[config.mk]
export PLATFORM = sky130hd
export DESIGN_NAME = ddr_align_io
export DESIGN_NICKNAME = d
export VERILOG_FILES = /design/src/rtl/ddr_align_pkg.sv /design/src/rtl/ddr_edge_reg.sv /design/src/rtl/ddr_capture.sv /design/src/rtl/ddr_launch.sv /design/src/rtl/ddr_align_io.sv
export SDC_FILE = /design/constraint.sdc
export NUM_CORES = 1
export LEC_CHECK = 0
export ABC_AREA = 1
export BUFFER_PORTS_ARGS = -buffer_cell sky130_fd_sc_hd__buf_4
export CAP_MARGIN = 20
export CELL_PAD_IN_SITES_DETAIL_PLACEMENT = 2
export CELL_PAD_IN_SITES_GLOBAL_PLACEMENT = 2
export CORE_UTILIZATION = 30
export CTS_BUF_LIST = sky130_fd_sc_hd__clkbuf_8 sky130_fd_sc_hd__clkbuf_16
export DETAILED_ROUTE_END_ITERATION = 12
export GPL_TIMING_DRIVEN = 0
export PLACE_DENSITY = 0.89
export SETUP_SLACK_MARGIN = 0.2
export SLEW_MARGIN = 5
export SYNTH_ARGS = -nofsm -noshare
export SYNTH_HDL_FRONTEND = slang
export SYNTH_SLANG_ARGS = --single-unit
export TNS_END_PERCENT = 30
[constraint.sdc]
create_clock -name clk -period 1.7 [get_ports clk]
set_input_delay 0.255 -clock clk [delete_from_list [all_inputs] [get_ports clk]]
set_output_delay 0.255 -clock clk [all_outputs]
set_load 0.02 [all_outputs]
[src/rtl/ddr_align_pkg.sv]
package ddr_align_pkg;
  typedef enum logic [1:0] {
    ALIGN_OPP  = 2'd0,
    ALIGN_SAME = 2'd1,
    ALIGN_PIPE = 2'd2
  } align_e;
endpackage

[src/rtl/ddr_edge_reg.sv]
module ddr_edge_reg #(
  parameter int W        = 1,
  parameter bit NEG_EDGE = 1'b0,
  parameter bit SYNC_RST = 1'b0
) (
  input  logic         clk,
  input  logic         rst,
  input  logic         en,
  input  logic [W-1:0] d,
  output logic [W-1:0] q
);
  generate
    if (!NEG_EDGE && !SYNC_RST) begin : g_pos_async
      always_ff @(posedge clk or posedge rst)
        if (rst) q <= '0;
        else if (en) q <= d;
    end else if (!NEG_EDGE) begin : g_pos_sync
      always_ff @(posedge clk)
        if (rst) q <= '0;
        else if (en) q <= d;
    end else if (!SYNC_RST) begin : g_neg_async
      always_ff @(negedge clk or posedge rst)
        if (rst) q <= '0;
        else if (en) q <= d;
    end else begin : g_neg_sync
      always_ff @(negedge clk)
        if (rst) q <= '0;
        else if (en) q <= d;
    end

    if (!NEG_EDGE) begin : g_chk_pos
      AST_CE_HOLD: assert property (@(posedge clk) disable iff (rst)
        !en |=> $stable(q)) else $error("ce hold violated");
      AST_RST_ZERO: assert property (@(posedge clk)
        rst && $past(rst) |-> q == '0) else $error("reset not cleared");
    end else begin : g_chk_neg
      AST_CE_HOLD: assert property (@(negedge clk) disable iff (rst)
        !en |=> $stable(q)) else $error("ce hold violated");
      AST_RST_ZERO: assert property (@(negedge clk)
        rst && $past(rst) |-> q == '0) else $error("reset not cleared");
    end
  endgenerate
endmodule

[src/rtl/ddr_capture.sv]
module ddr_capture
  import ddr_align_pkg::*;
#(
  parameter int     W        = 4,
  parameter align_e ALIGN    = ALIGN_PIPE,
  parameter bit     SYNC_RST = 1'b0
) (
  input  logic           clk,
  input  logic           rst,
  input  logic           en,
  input  logic [W-1:0]   pin_in,
  output logic [2*W-1:0] pair_out
);
  localparam int PW = 2 * W;

  logic [W-1:0] rise_q, fall_q;

  ddr_edge_reg #(.W(W), .NEG_EDGE(1'b0), .SYNC_RST(SYNC_RST)) u_rise (
    .clk(clk), .rst(rst), .en(en), .d(pin_in), .q(rise_q));
  ddr_edge_reg #(.W(W), .NEG_EDGE(1'b1), .SYNC_RST(SYNC_RST)) u_fall (
    .clk(clk), .rst(rst), .en(en), .d(pin_in), .q(fall_q));

  generate
    if (ALIGN == ALIGN_OPP) begin : g_opp
      assign pair_out = {fall_q, rise_q};
    end else if (ALIGN == ALIGN_SAME) begin : g_same
      logic [W-1:0] fall_h;
      ddr_edge_reg #(.W(W), .NEG_EDGE(1'b0), .SYNC_RST(SYNC_RST)) u_fall_h (
        .clk(clk), .rst(rst), .en(en), .d(fall_q), .q(fall_h));
      assign pair_out = {fall_h, rise_q};
    end else begin : g_pipe
      logic [PW-1:0] pair_h;
      ddr_edge_reg #(.W(PW), .NEG_EDGE(1'b0), .SYNC_RST(SYNC_RST)) u_pair_h (
        .clk(clk), .rst(rst), .en(en), .d({fall_q, rise_q}), .q(pair_h));
      assign pair_out = pair_h;
    end
  endgenerate

  logic [1:0] live_q;
  always_ff @(posedge clk or posedge rst)
    if (rst) live_q <= '0;
    else if (live_q != 2'd3) live_q <= live_q + 2'd1;

  generate
    if (ALIGN == ALIGN_PIPE) begin : g_chk_pipe
      AST_IN_PIPE_LAG: assert property (@(posedge clk) disable iff (rst)
        (live_q >= 2'd2 && $past(en) && $past(en, 2)) |-> pair_out[W-1:0] == $past(pin_in, 2))
        else $error("pipelined capture lag wrong");
    end else begin : g_chk_direct
      AST_IN_RISE_NOW: assert property (@(posedge clk) disable iff (rst)
        (live_q >= 2'd1 && $past(en)) |-> pair_out[W-1:0] == $past(pin_in))
        else $error("rising sample not direct");
    end
  endgenerate
endmodule

[src/rtl/ddr_launch.sv]
module ddr_launch
  import ddr_align_pkg::*;
#(
  parameter int     W        = 4,
  parameter align_e ALIGN    = ALIGN_SAME,
  parameter bit     SYNC_RST = 1'b0
) (
  input  logic           clk,
  input  logic           rst,
  input  logic           en,
  input  logic [2*W-1:0] pair_in,
  output logic [W-1:0]   pin_out
);
  localparam int PW = 2 * W;

  logic [W-1:0] first_q, second_q;

  generate
    if (ALIGN == ALIGN_OPP) begin : g_opp
      ddr_edge_reg #(.W(W), .NEG_EDGE(1'b0), .SYNC_RST(SYNC_RST)) u_first (
        .clk(clk), .rst(rst), .en(en), .d(pair_in[W-1:0]), .q(first_q));
      ddr_edge_reg #(.W(W), .NEG_EDGE(1'b1), .SYNC_RST(SYNC_RST)) u_second (
        .clk(clk), .rst(rst), .en(en), .d(pair_in[PW-1:W]), .q(second_q));
    end else if (ALIGN == ALIGN_SAME) begin : g_same
      ddr_edge_reg #(.W(PW), .NEG_EDGE(1'b0), .SYNC_RST(SYNC_RST)) u_both (
        .clk(clk), .rst(rst), .en(en), .d(pair_in), .q({second_q, first_q}));
    end else begin : g_pipe
      logic [PW-1:0] stage_q;
      ddr_edge_reg #(.W(PW), .NEG_EDGE(1'b0), .SYNC_RST(SYNC_RST)) u_stage (
        .clk(clk), .rst(rst), .en(en), .d(pair_in), .q(stage_q));
      ddr_edge_reg #(.W(PW), .NEG_EDGE(1'b0), .SYNC_RST(SYNC_RST)) u_both (
        .clk(clk), .rst(rst), .en(en), .d(stage_q), .q({second_q, first_q}));
    end
  endgenerate

  assign pin_out = clk ? first_q : second_q;

  logic [1:0] live_q;
  always_ff @(posedge clk or posedge rst)
    if (rst) live_q <= '0;
    else if (live_q != 2'd3) live_q <= live_q + 2'd1;

  generate
    if (ALIGN == ALIGN_SAME) begin : g_chk_same
      AST_OUT_SAME_LOW: assert property (@(posedge clk) disable iff (rst)
        (live_q >= 2'd1 && $past(en)) |-> pin_out == $past(pair_in[PW-1:W]))
        else $error("same-edge low phase wrong");
    end else if (ALIGN == ALIGN_PIPE) begin : g_chk_pipe
      AST_OUT_PIPE_LOW: assert property (@(posedge clk) disable iff (rst)
        (live_q >= 2'd2 && $past(en) && $past(en, 2)) |-> pin_out == $past(pair_in[PW-1:W], 2))
        else $error("pipelined low phase wrong");
    end
  endgenerate
endmodule

[src/rtl/ddr_align_io.sv]
module ddr_align_io
  import ddr_align_pkg::*;
#(
  parameter int     W         = 4,
  parameter align_e IN_ALIGN  = ALIGN_PIPE,
  parameter align_e OUT_ALIGN = ALIGN_SAME,
  parameter bit     SYNC_RST  = 1'b0,
  parameter bit     USE_CE    = 1'b1
) (
  input  logic           clk,
  input  logic           rst,
  input  logic           ce,
  input  logic [W-1:0]   pin_in,
  output logic [2*W-1:0] rx_pair,
  input  logic [2*W-1:0] tx_pair,
  output logic [W-1:0]   pin_out
);
  logic en;
  assign en = ce | !USE_CE;

  ddr_capture #(.W(W), .ALIGN(IN_ALIGN), .SYNC_RST(SYNC_RST)) u_capture (
    .clk(clk), .rst(rst), .en(en), .pin_in(pin_in), .pair_out(rx_pair));

  ddr_launch #(.W(W), .ALIGN(OUT_ALIGN), .SYNC_RST(SYNC_RST)) u_launch (
    .clk(clk), .rst(rst), .en(en), .pair_in(tx_pair), .pin_out(pin_out));
endmodule

==> metrics.csv <==
stage,metric,value,unit
run_status,run_status,finished with violations,
run_status,violations,setup timing,
run,drv_cap,0,
logic_synthesis,ys_warn_count,0,
drt,routedWlPerCell,16.5,um
drt,drt-total-wl,3480,um
setup_path,worstPathArrival,1.49,ns
final_layout,layout.nets,183,
setup_path,reg2reg_to,u_capture.g_pipe.u_pair_h.q[5],
die,placementRows,20,
logic_synthesis,yosysTopAreaCellShare,0.528,
logic_synthesis,synth_cells,111,
global_routing,grt_util_all_layers,0.235,
logic_synthesis,syn_area,947,um^2
setup_path,cp_max_fo,5,
placement,port_buffers,26,
logic_synthesis,yosysTopAreaCell,dfrtp_1,
drt,dr.pass1.iters,2,
final_layout,fin_util,0.533,
setup_path,r2r_start,u_capture.u_fall.q[1],
power_and_ir_drop,power.density,1490,nW/um^2
logic_synthesis,synth_area_leaders,"dfrtp_1, nand2_1, dfrtn_1",
setup_path,crit_start,clk,
global_routing,grt_max_degree,16,
setup_path,endpoint,pin_out[3],
final_layout,n_antenna_cell,0,
timing,setup_violations,4,
setup_path,rrSetupSlack,0.16,ns
setup_path,end_kind,primary output,
logic_synthesis,avgSynthCellArea,8.53,um^2
timing,drv_slew,0,
global_routing,grt_pass1_wl,5460,um
placement,hpwlAfterDp,1700,um
logic_synthesis,ys_seq_area_frac,0.634,
worst_hold_path,worstHoldStart,ce,
worst_hold_path,hold_class,input port to register,
placement,place_area,1210,um^2
final_layout,layout_commonest_cell,nand2_1,
placement,gp_congestion,0.678,
clock_tree,clk_pin_slew_worst_paths,0.05,ns
timing,setup_ws,-0.0409,ns
drt,routed-via-count,972,
die,core,3030,um^2
timing,rsz0062_at_grt,yes,
clock_tree,cts_tree,built,
setup_path,worst-endpoint-required,1.44,ns
global_routing,gr-total-overflow,0,
die,die_y,58.2,um
timing,slew_headroom,0.495,
die,die_w,58.2,um
drt,ant_nets,0,
die,start_util,0.313,
timing,tightest_slew,0.755,ns
clock_tree,clock_latency,0.67,ns
power_and_ir_drop,peakVddDrop,0.686,mV
global_routing,antenna_found_initial,0,
logic_synthesis,synth_nets,126,
final_layout,layout-drive-gt1-share,0.359,
drt,drt-initial-drc-count,11,
setup_path,reg2reg_depth,2,
drt,drc,0,
timing,final-hold-violation-count,0,
die,dieArea,3390,um^2
final_layout,num-fill-cells,322,
final_layout,fin_area,1610,um^2
setup_path,start_kind,clock port,
logic_synthesis,synth_cell_types,8,
final_layout,syn_to_final_growth,70.4,%
setup_path,path_class,clock port to primary output,
global_routing,grt_pass1_vias,1263,
drt,vias_per_cell,4.61,
final_layout,final_cell_mix,"nand2_1, buf_4, dfrtp_1",
timing,skew,0.0853,ns
power_and_ir_drop,p_leak,0.000891,uW
die,pin_count,27,
logic_synthesis,synth-seq-cells,24,
## flip-flops by register name (all words and copies together), names as in the netlist
name and cells:
u_capture.u_fall.q 4, u_capture.u_rise.q 4, u_capture.g_pipe.u_pair_h.q 8, u_launch.g_same.u_both.q 8
## synthesized netlist by cell type (all sizes together)
master,number
nand2,80
dfrtp,20
dfrtn,4
buf,4
inv,3
## per-layer routing
metal,GRT usage,part of all wire,vias up
met3,0.125,0.053,10
met1,0.206,0.38,478
met5,0,0,-
met2,0.386,0.55,42
li1,-,-,442
met4,0.214,0.018,0
## logic make-up after synthesis
kind of cell / after synthesis / synth area share
buffers and inverters: 7 / 0.0489
and+or+nand+nor: 80 / 0.317
DFF: 24 / 0.634
## stage by stage
step	TNS, ns	cells	total power [uW]	hold WS [ns]	worst slack (ns)
floorplan	0	111	943	0.270	0.211
global placement	-0.619	181	1120	0.414	-0.155
detailed placement	-0.814	181	1130	0.429	-0.205
CTS	-0.371	209	2220	0.0611	-0.0964
global route	-0.230	211	2540	0.0130	-0.0671
finish	-0.140	211	2400	0.0124	-0.0409
## worst min path at each step
stage,endpoint,slack [ns],cells after the start
after floorplan,u_capture.g_pipe.u_pair_h.q[0],0.27,1
after global placement,u_capture.u_fall.q[0],0.41,2
after detailed placement,u_capture.u_fall.q[2],0.43,2
after CTS,u_capture.u_rise.q[2],0.06,4
after global routing,u_capture.u_rise.q[1],0.01,4
final,u_capture.u_rise.q[1],0.01,4
## worst max-delay path, stage by stage
cell and delay (ns):
buf_8 0.10, buf_8 0.11, clkbuf_16 0.16, clkinv_4 0.05, nand2_2 0.04, nand2_2 0.07, buf_6 0.11
## final cells by class
type | count | area, um^2 | area share
Buffer | 4 | 38.8 | 0.0240
Clock buffer | 15 | 185 | 0.115
Clock inverter | 5 | 47.5 | 0.0295
Inverter | 2 | 10.0 | 0.00620
Multi-Input combinational cell | 80 | 353 | 0.219
Sequential cell | 24 | 601 | 0.372
Tap cell | 44 | 55.1 | 0.0341
Timing Repair Buffer | 37 | 324 | 0.201
## where the power goes
| part | switching, uW | total [uW] | internal (uW) |
|---|---|---|---|
| Combinational | 121 | 225 | 104 |
| Clock | 708 | 1520 | 807 |
| Sequential | 37.3 | 664 | 627 |
## repair_timing
action                     4_1_cts  5_1_grt
hold buffers                    14        1
hold endpoints to repair        17        1
setup endpoints to repair        4       11
pin swaps                        5        9
buffers inserted                 3        1
resized for setup               19       18
Power figures use the tool's default switching activity.
